==> src/rtl/mc16_pkg.sv <==
package mc16_pkg;

    // instruction field layout (fixed by the 16-bit format)
    localparam int OP_LSB   = 11;
    localparam int OP_W     = 5;
    localparam int F1_LSB   = 8;
    localparam int F2_LSB   = 5;
    localparam int ADDR_W   = 8;

    localparam logic [OP_W-1:0] OP_EXIT  = 5'd0;
    localparam logic [OP_W-1:0] OP_LOAD  = 5'd1;
    localparam logic [OP_W-1:0] OP_STORE = 5'd2;
    localparam logic [OP_W-1:0] OP_ADD   = 5'd3;
    localparam logic [OP_W-1:0] OP_SUB   = 5'd4;
    localparam logic [OP_W-1:0] OP_MUL   = 5'd5;
    localparam logic [OP_W-1:0] OP_DIV   = 5'd6;
    localparam logic [OP_W-1:0] OP_JMP   = 5'd7;
    localparam logic [OP_W-1:0] OP_JMPZ  = 5'd8;
    localparam logic [OP_W-1:0] OP_JMPN  = 5'd9;
    localparam logic [OP_W-1:0] OP_MOVE  = 5'd10;

    typedef enum logic [1:0] {
        ALU_ADD,
        ALU_SUB,
        ALU_MUL,
        ALU_DIV
    } alu_op_e;

    typedef enum logic [4:0] {
        ST_FETCH_A,
        ST_FETCH_R,
        ST_FETCH_M,
        ST_FETCH_I,
        ST_DECODE,
        ST_OPND,
        ST_EXEC,
        ST_MOVE,
        ST_ADDR,
        ST_ROUTE,
        ST_LD_R,
        ST_LD_M,
        ST_LD_W,
        ST_ST_W,
        ST_CIN,
        ST_COUT,
        ST_TEST,
        ST_JUMP,
        ST_HALT
    } state_e;

endpackage

==> src/rtl/mc16_regfile.sv <==
module mc16_regfile #(
    parameter int W = 16,
    parameter int N = 8,
    localparam int SW = $clog2(N)
) (
    input  logic          clk,
    input  logic          rst_n,
    input  logic          we,
    input  logic [SW-1:0] waddr,
    input  logic [W-1:0]  wdata,
    input  logic [SW-1:0] ra,
    input  logic [SW-1:0] rb,
    output logic [W-1:0]  rda,
    output logic [W-1:0]  rdb
);

    logic [W-1:0] regs [N];

    for (genvar i = 0; i < N; i++) begin : g_reg
        always_ff @(posedge clk) begin
            if (!rst_n) begin
                regs[i] <= '0;
            end else if (we && (waddr == SW'(i))) begin
                regs[i] <= wdata;
            end
        end
    end

    assign rda = regs[ra];
    assign rdb = regs[rb];

endmodule

==> src/rtl/mc16_alu.sv <==
module mc16_alu
    import mc16_pkg::*;
#(
    parameter int W = 16
) (
    input  alu_op_e      op,
    input  logic [W-1:0] a,
    input  logic [W-1:0] b,
    output logic [W-1:0] y,
    output logic         ovf,
    output logic         div0
);

    localparam logic [W-1:0] MOST_NEG = {1'b1, {(W-1){1'b0}}};

    logic [W:0]     sum_ext;
    logic [W:0]     dif_ext;
    logic [2*W-1:0] prod;
    logic [W-1:0]   dsafe;
    logic [W-1:0]   quot;
    logic           div_edge;

    assign sum_ext  = {a[W-1], a} + {b[W-1], b};
    assign dif_ext  = {a[W-1], a} - {b[W-1], b};
    assign prod     = $signed({{W{a[W-1]}}, a}) * $signed({{W{b[W-1]}}, b});
    assign dsafe    = (b == '0) ? W'(1) : b;
    assign quot     = $signed(a) / $signed(dsafe);
    assign div_edge = (a == MOST_NEG) && (b == '1);

    always_comb begin
        y    = a;
        ovf  = 1'b0;
        div0 = 1'b0;
        unique case (op)
            ALU_ADD: begin
                y   = sum_ext[W-1:0];
                ovf = sum_ext[W] ^ sum_ext[W-1];
            end
            ALU_SUB: begin
                y   = dif_ext[W-1:0];
                ovf = dif_ext[W] ^ dif_ext[W-1];
            end
            ALU_MUL: begin
                y   = prod[W-1:0];
                ovf = (prod[2*W-1:W-1] != {(W+1){prod[W-1]}});
            end
            ALU_DIV: begin
                div0 = (b == '0);
                if (div_edge) begin
                    y   = a;
                    ovf = 1'b1;
                end else begin
                    y = quot;
                end
            end
            default: y = a;
        endcase
    end

endmodule

==> src/rtl/mc16_core.sv <==
module mc16_core
    import mc16_pkg::*;
#(
    parameter int DATA_W   = 16,
    parameter int PC_W     = 12,
    parameter int NREGS    = 8,
    parameter int MEM_AW   = 8,
    parameter int CON_ADDR = 254
) (
    input  logic              clk,
    input  logic              rst_n,
    output logic [MEM_AW-1:0] mem_addr,
    output logic              mem_rd,
    output logic              mem_wr,
    output logic [DATA_W-1:0] mem_wdata,
    input  logic [DATA_W-1:0] mem_rdata,
    input  logic              con_in_valid,
    input  logic [DATA_W-1:0] con_in_data,
    output logic              con_in_ready,
    output logic              con_out_valid,
    output logic [DATA_W-1:0] con_out_data,
    output logic              halted
);

    localparam int RSEL_W = $clog2(NREGS);

    state_e            state_q, state_d;
    logic [PC_W-1:0]   pc_q;
    logic [PC_W-1:0]   mar_q;
    logic [DATA_W-1:0] mdr_q;
    logic [DATA_W-1:0] ir_q;
    logic [DATA_W-1:0] buf1_q;
    logic [DATA_W-1:0] buf2_q;
    logic              halt_q;

    logic [OP_W-1:0]   ir_op;
    logic [RSEL_W-1:0] f1, f2;
    logic [ADDR_W-1:0] ir_addr;
    logic [PC_W:0]     pc_inc;
    logic              to_console;

    logic              rf_we;
    logic [DATA_W-1:0] rf_wdata;
    logic [DATA_W-1:0] rda, rdb;

    alu_op_e           alu_op;
    logic [DATA_W-1:0] alu_y;
    logic              alu_ovf, alu_div0;
    logic              take_branch;

    assign ir_op      = ir_q[OP_LSB +: OP_W];
    assign f1         = ir_q[F1_LSB +: RSEL_W];
    assign f2         = ir_q[F2_LSB +: RSEL_W];
    assign ir_addr    = ir_q[ADDR_W-1:0];
    assign pc_inc     = {1'b0, pc_q} + (PC_W+1)'(2);
    assign to_console = (mar_q == PC_W'(CON_ADDR));

    mc16_regfile #(.W(DATA_W), .N(NREGS)) u_rf (
        .clk   (clk),
        .rst_n (rst_n),
        .we    (rf_we),
        .waddr (f1),
        .wdata (rf_wdata),
        .ra    (f1),
        .rb    (f2),
        .rda   (rda),
        .rdb   (rdb)
    );

    always_comb begin
        unique case (ir_op)
            OP_SUB:  alu_op = ALU_SUB;
            OP_MUL:  alu_op = ALU_MUL;
            OP_DIV:  alu_op = ALU_DIV;
            default: alu_op = ALU_ADD;
        endcase
    end

    mc16_alu #(.W(DATA_W)) u_alu (
        .op   (alu_op),
        .a    (buf1_q),
        .b    (buf2_q),
        .y    (alu_y),
        .ovf  (alu_ovf),
        .div0 (alu_div0)
    );

    always_comb begin
        if (ir_op == OP_JMPZ) begin
            take_branch = (rda == '0);
        end else begin
            take_branch = rda[DATA_W-1];
        end
    end

    // state register
    always_ff @(posedge clk) begin
        if (!rst_n) begin
            state_q <= ST_FETCH_A;
        end else begin
            state_q <= state_d;
        end
    end

    // next state
    always_comb begin
        state_d = state_q;
        unique case (state_q)
            ST_FETCH_A: state_d = ST_FETCH_R;
            ST_FETCH_R: state_d = ST_FETCH_M;
            ST_FETCH_M: state_d = ST_FETCH_I;
            ST_FETCH_I: state_d = pc_inc[PC_W] ? ST_HALT : ST_DECODE;
            ST_DECODE: begin
                unique case (ir_op)
                    OP_EXIT:                        state_d = ST_HALT;
                    OP_LOAD, OP_STORE:              state_d = ST_ADDR;
                    OP_ADD, OP_SUB, OP_MUL, OP_DIV: state_d = ST_OPND;
                    OP_JMP:                         state_d = ST_JUMP;
                    OP_JMPZ, OP_JMPN:               state_d = ST_TEST;
                    OP_MOVE:                        state_d = ST_MOVE;
                    default:                        state_d = ST_FETCH_A;
                endcase
            end
            ST_OPND:  state_d = ST_EXEC;
            ST_EXEC:  state_d = (alu_ovf || alu_div0) ? ST_HALT : ST_FETCH_A;
            ST_MOVE:  state_d = ST_FETCH_A;
            ST_ADDR:  state_d = ST_ROUTE;
            ST_ROUTE: begin
                if (ir_op == OP_LOAD) begin
                    state_d = to_console ? ST_CIN : ST_LD_R;
                end else begin
                    state_d = to_console ? ST_COUT : ST_ST_W;
                end
            end
            ST_LD_R:  state_d = ST_LD_M;
            ST_LD_M:  state_d = ST_LD_W;
            ST_LD_W:  state_d = ST_FETCH_A;
            ST_ST_W:  state_d = ST_FETCH_A;
            ST_CIN:   state_d = con_in_valid ? ST_FETCH_A : ST_CIN;
            ST_COUT:  state_d = ST_FETCH_A;
            ST_TEST:  state_d = take_branch ? ST_JUMP : ST_FETCH_A;
            ST_JUMP:  state_d = ST_FETCH_A;
            ST_HALT:  state_d = ST_HALT;
            default:  state_d = ST_HALT;
        endcase
    end

    // outputs
    always_comb begin
        mem_rd        = 1'b0;
        mem_wr        = 1'b0;
        con_in_ready  = 1'b0;
        con_out_valid = 1'b0;
        rf_we         = 1'b0;
        rf_wdata      = alu_y;
        unique case (state_q)
            ST_FETCH_R, ST_LD_R: mem_rd = 1'b1;
            ST_ST_W:             mem_wr = 1'b1;
            ST_COUT:             con_out_valid = 1'b1;
            ST_EXEC: begin
                rf_we    = !alu_div0;
                rf_wdata = alu_y;
            end
            ST_MOVE: begin
                rf_we    = 1'b1;
                rf_wdata = rdb;
            end
            ST_LD_W: begin
                rf_we    = 1'b1;
                rf_wdata = mdr_q;
            end
            ST_CIN: begin
                con_in_ready = 1'b1;
                rf_we        = con_in_valid;
                rf_wdata     = con_in_data;
            end
            default: ;
        endcase
    end

    assign mem_addr     = mar_q[MEM_AW-1:0];
    assign mem_wdata    = buf1_q;
    assign con_out_data = buf1_q;
    assign halted       = halt_q;

    // datapath registers
    always_ff @(posedge clk) begin
        if (!rst_n) begin
            pc_q   <= '0;
            mar_q  <= '0;
            mdr_q  <= '0;
            ir_q   <= '0;
            buf1_q <= '0;
            buf2_q <= '0;
            halt_q <= 1'b0;
        end else begin
            unique case (state_q)
                ST_FETCH_A: mar_q <= pc_q;
                ST_FETCH_M: mdr_q <= mem_rdata;
                ST_FETCH_I: begin
                    ir_q <= mdr_q;
                    pc_q <= pc_inc[PC_W-1:0];
                    if (pc_inc[PC_W]) halt_q <= 1'b1;
                end
                ST_DECODE: begin
                    if (ir_op == OP_EXIT) halt_q <= 1'b1;
                end
                ST_OPND: begin
                    buf1_q <= rda;
                    buf2_q <= rdb;
                end
                ST_EXEC: begin
                    if (alu_ovf || alu_div0) halt_q <= 1'b1;
                end
                ST_ADDR: begin
                    mar_q  <= {{(PC_W-ADDR_W){1'b0}}, ir_addr};
                    buf1_q <= rda;
                end
                ST_LD_M: mdr_q <= mem_rdata;
                ST_JUMP: pc_q  <= {{(PC_W-ADDR_W){1'b0}}, ir_addr};
                default: ;
            endcase
        end
    end

endmodule

==> config.mk <==
export PLATFORM = sky130hd
export DESIGN_NAME = mc16_core
export DESIGN_NICKNAME = d
export VERILOG_FILES = /design/src/rtl/mc16_pkg.sv /design/src/rtl/mc16_regfile.sv /design/src/rtl/mc16_alu.sv /design/src/rtl/mc16_core.sv
export SDC_FILE = /design/constraint.sdc
export NUM_CORES = 2
export LEC_CHECK = 0
export BUFFER_PORTS_ARGS = -buffer_cell sky130_fd_sc_hd__buf_4
export CORE_MARGIN = 2
export CORE_UTILIZATION = 65
export CTS_BUF_LIST = sky130_fd_sc_hd__clkbuf_2
export CTS_CLUSTER_SIZE = 25
export DETAILED_ROUTE_END_ITERATION = 10
export PLACE_DENSITY_LB_ADDON = 0.1
export SYNTH_ARGS = -nofsm -noshare
export SYNTH_HDL_FRONTEND = slang
export SYNTH_HIERARCHICAL = 1
export SYNTH_SLANG_ARGS = --single-unit
export TNS_END_PERCENT = 50
==> constraint.sdc <==
create_clock -name clk -period 44.8 [get_ports clk]
set_clock_uncertainty 0.05 [all_clocks]
set_input_delay 4.48 -clock clk [delete_from_list [all_inputs] [get_ports clk]]
set_output_delay 4.48 -clock clk [all_outputs]
set_load 0.03 [all_outputs]
=== After elaboration in Yosys (flattened, before gate mapping) ===
Memory sizes are Yosys's and may differ from the RTL's. A register that Yosys moved wholly into a read port is not among the register bits.
Cells that the tools add are included.

* Register bits after elaboration: 94
* Memory bits (writable): 128
* ROM bits: 80
* Input bits: 35
* Output and inout bits: 45
* Memories: 2

* $add $sub $neg: 3
* Multipliers: 1
* Div/mod/pow operators: 1
* Equal/unequal tests: 39
* Multiplexer cells: 68
* Bitwise logic cells: 10
* Reduce and logical (&&, ||, !) cells: 26

{| class="wikitable"
|+ Memories
! memory !! depth !! width !! read ports !! clocked after Yosys merged registers in !! write ports !! line !! RTL
|-
| u_rf.regs || 8 || 16 || 2 || 2 || 8 || mc16_regfile.sv:17 || <nowiki>logic [W-1:0] regs [N];</nowiki>
|-
| (name not given) || 16 || 5 || 1 || 1 || 0 || mc16_core.sv:114 || <nowiki>unique case (ir_op)</nowiki>
|}

{| class="wikitable"
|+ Operators by type and width
! kind !! count
|-
| 16-bit 2-to-1 mux || 10
|-
| 5-bit case mux with 14 select lines || 1
|-
| 16-bit case mux with 4 select lines || 1
|-
| 12-bit case mux with 2 select lines || 2
|-
| 16-bit case mux with 3 select lines || 1
|-
| 5-bit by 4-bit equality test with 1-bit output (second input constant) || 9
|-
| 5-bit by 3-bit equality test with 1-bit output (second input constant) || 7
|-
| 1-bit 2-to-1 mux || 35
|-
| 16-bit equality test (second input constant) || 2
|-
| 16-bit zero test || 2
|-
| 16-bit by 16-bit multiplier with 32-bit output || 1
|-
| 5-bit 2-to-1 mux || 4
|-
| 3-bit 2-to-1 mux || 6
|-
| 16-bit by 16-bit adder with 17-bit output || 1
|-
| 16-bit by 16-bit subtractor with 17-bit output || 1
|-
| 16-bit by 16-bit divider with 16-bit output || 1
|-
| 16-bit != test || 1
|-
| 12-bit by 2-bit adder with 13-bit output (second input constant) || 1
|-
| 12-bit by 8-bit equality test with 1-bit output (second input constant) || 1
|-
| 3-bit equality test (second input constant) || 4
|-
| 4-bit 2-to-1 mux || 3
|-
| 5-bit by 1-bit equality test with 1-bit output (second input constant) || 2
|-
| 5-bit by 2-bit equality test with 1-bit output (second input constant) || 2
|-
| 5-bit equality test (second input constant) || 2
|-
| 22 further kinds || 48
|}

=== Depth between registers and ports, before layout ===
* Depth after elaboration: 11
* Depth in mapped cells: 163

=== By module ===
Netlist, hierarchy kept.

{| class="wikitable"
|+ By module, submodules not included
! module !! instances !! cells an instance !! area each (um^2) !! sequential area each (um^2)
|-
| mc16_alu || 1 || 2609 || 20089.3 || 0.0
|-
| mc16_regfile || 1 || 431 || 6880.3 || 3843.7
|-
| mc16_core || 1 || 581 || 4755.8 || 1981.9
|}

=== Worst setup path after synthesis ===
OpenSTA, ideal clock, no wires.

* Path type: register -> register
* Start point: register buf2_q[7]
* End point: memory u_rf.regs[3][14], data pin
* Library setup time: 268 ps
* Arrival: 31872 ps
* Slack: 12610 ps
* Cell stages (with the launch flop): 149
* Cells stage by stage: dfxtp_1 > buf_2 > or4_1 > buf_2 > or4_4 > nor4_1 > or2_2 > inv_1 > ha_1 > nor2b_1 > a21oi_1 > xnor2_1 > and2_1 > nand4_1 > o31ai_1 > nand2_1 > ha_1 > o21a_1 > [... 113 more ...] > mux2_2 > ha_1 > and3_1 > a21oi_1 > o21ai_0 > nor4_1 > o21ai_0 > a21oi_1 > ha_1 > nand3_1 > nor4_1 > mux2_2 > a21oi_1 > o21ai_0 > nand2_1 > nand2_1 > clkinv_1 > nor3_1

{| class="wikitable"
|+ RTL lines
! element !! line !! RTL
|-
| start, declared || mc16_core.sv:33 || <nowiki>logic [DATA_W-1:0] buf2_q;</nowiki>
|-
| start signal, assigned || mc16_core.sv:210 || <nowiki>buf2_q <= rdb;</nowiki>
|-
| end, declared || mc16_regfile.sv:17 ||
|}

==> results.json <==
{
  "status": "finished, final reports clean",
  "finish.net_count": 4179,
  "startpoint": "buf2_q[7]",
  "clockRootBuffer": "clkbuf_2",
  "grt_max_degree": 83,
  "route.final.wire_length_mm": 105,
  "crit_path_max_incr_delay_ns": 0.92,
  "cts_buffers": 50,
  "worstPathRequired_ns": 45.28,
  "grt_pass1_vias": 28932,
  "synth_top_area_frac": 0.167,
  "ctsResizeCount": 0,
  "crit_type": "flip-flop to flip-flop",
  "final_max_slew_viol_count": 0,
  "synth.avg_cell_area_sq_um": 8.76,
  "cpMostUsedCell": "ha_1",
  "postCtsSetupRepairBufs": 0,
  "num_rows": 80,
  "nFillCells": 3619,
  "coreArea_sq_mm": 0.0479,
  "dp_cells": 4183,
  "hold_violations": 0,
  "synth_fa_ha_area_frac": 0.269,
  "async_flop_share": 0,
  "setup_violations": 0,
  "die_h_microns": 225,
  "start_util": 0.662,
  "cts.sink_count": 227,
  "clk_path_buf_depth": 3,
  "synth_simple_gate_area_frac": 0.185,
  "timing.final.crit_period_ns": 40.28,
  "cp_slowest_cell": "xnor2_2",
  "max_freq_mhz": 24.8,
  "use_met1": 0.552,
  "syn_nets": 4180,
  "synth_top_family_by_area": "adder cells",
  "reg2reg_from": "buf2_q[7]",
  "area_delta_synth_final_pct": 4.92,
  "seq_area_frac_synth": 0.184,
  "io-pin-count": 80,
  "viasPerCell": 6.79,
  "syn-cell-area_sq_mm": 0.0317,
  "yosysWarnings": 6,
  "cp_top_family": "compound AO/OA/AOI/OAI gates",
  "crit_path_start_kind": "flip-flop",
  "drc": 0,
  "io_buffers": 79,
  "fin_tns_setup_ns": 0,
  "busiest_layer": "met2",
  "crit_fanout": 21,
  "met2_usage": 0.657,
  "htreeDepth": 2,
  "ant_nets": 0,
  "grt_setup_unrepaired": "no",
  "grt_antenna_before_repair": 3,
  "gp_congestion": 1.03,
  "vias": 29022,
  "min_from": "mar_q[10]",
  "critPathBufInv": 7,
  "timing.final.crit_share": 0.899,
  "worstHoldPathType": "flip-flop to flip-flop",
  "clkLatencyLatePin_ns": 0.84,
  "synth_edf_count": 128,
  "relSlewSlack": 0.102,
  "cts_tree": "built",
  "synth.most_common_cell": "inv_1",
  "netlist_instances": 3621,
  "met3_usage": 0.0931,
  "grt-ovfl-total": 0,
  "drtIter0Drc": 3835,
  "cp.arrival_ns": 40.76,
  "synth_compound_area_frac": 0.141,
  "ys_top_cells_by_count": "inv_1 (403), nand2_1 (334), fa_1 (264)",
  "firstDrtPassIters": 10,
  "hpwl_mm": 78.4,
  "ys_types": 95,
  "ctsHoldBuffers": 0,
  "synthFlopType": "edfxtp_1",
  "die_x_microns": 225,
  "finalNonFillerCells": 4277,
  "ys_ff_latch": 227,
  "wl_per_cell_microns": 24.6,
  "tightest_slew_ns": 1.34,
  "layout-drive-gt1-share": 0.101,
  "synth_mux_area_frac": 0.0931,
  "die_area_sq_mm": 0.0506,
  "clk_pin_slew_ns": 0.12,
  "synthTopCellsByArea": "fa_1 (17%), edfxtp_1 (12%), ha_1 (10%)",
  "max_cap_viol_count": 0,
  "yosysTopAreaCell": "fa_1",
  "end_kind": "flip-flop",
  "synth-xor-area-share": 0.0464,
  "grt_pass1_wl_mm": 162,
  "grt_usage": 0.415
}
==> logic make-up (layout without fill, tap and decap cells) <==
group,after synthesis,after routing
AOI/OAI and AO/OA,675,675
xor gates and xnor gates,168,168
adders and majority gates,524,524
buffers and inverters,633,672
DFF,227,227
muxes,185,185
other,0,2
and+or+nand+nor,1209,1209
==> metrics by stage <==
step / cell area, sq um / hold WS (ns) / util / setup WS [ns]
6_report: 33300 / 0.421 / 0.694 / 4.52
5_1_grt: 33300 / 0.442 / 0.694 / 2.25
4_1_cts: 33300 / 0.414 / 0.694 / 5.40
3_5_place_dp: 32800 / 0.402 / 0.684 / 5.54
3_3_place_gp: 32800 / 0.392 / 0.684 / 6.53
2_1_floorplan: 31700 / 0.381 / - / 12.61
==> sequential cells by signal, summed over array words and instances (netlist names), named ones only <==
register	cells
ir_q	16
con_out_data	16
u_rf/regs	128
mdr_q	16
mar_q	12
state_q	5
buf2_q	16
halted	1
pc_q	12
==> worst paths after layout <==
| kind | end | slack, ns | cells past startpoint |
|---|---|---|---|
| max | u_rf/regs[5][14] | 4.52 | 137 |
| min | mar_q[10] | 0.42 | 2 |
| max reg2reg | u_rf/regs[5][14] | 4.52 | 137 |
| min reg2reg | mar_q[10] | 0.42 | 2 |
==> routing by layer <==
metal,up-vias,share of wire
li1,12671,-
met1,13770,0.38
met2,2116,0.44
met3,465,0.12
met4,0,0.051
met5,-,0
==> area by class of cell <==
class                   count  area (sq um)  share of cell area
diodes                      2          5.00            0.000150
clock buffers              69           345              0.0104
clock inverters            23           153             0.00459
inverters                 423          1590              0.0477
multi-input cells        2761         23400               0.704
flip-flops and latches    227          5830               0.175
well taps                 615           769              0.0231
repair buffers            157          1180              0.0354
==> cells in the final DEF, fill, tap and decap left out, types with 59 or more instances in the layout <==
cell type and instances:
mux2_2 59, a21oi_1 193, nor2_1 243, clkbuf_2 69
ha_1 260, xnor2_1 109, o21ai_0 111, edfxtp_1 128
mux2i_1 59, buf_4 157, nand2_1 334, fa_1 264
nor3_1 216, and2_1 146, dfxtp_1 97, inv_1 403
==> worst reg2reg max path: cells and delay by family (launching register included) <==
family / cells / cell delay, ns
XOR/XNOR: 1 / 0.92
buffers and inverters: 7 / 1.93
flip-flops: 1 / 0.32
AO/OA/AOI/OAI: 63 / 16.57
adder cells (fa/ha/maj): 17 / 5.37
multiplexers: 5 / 1.80
AND/OR/NAND/NOR: 44 / 13.04
Power is not shown: default switching activity piles up to over one toggle a cycle in this logic, so the estimate is an artifact.
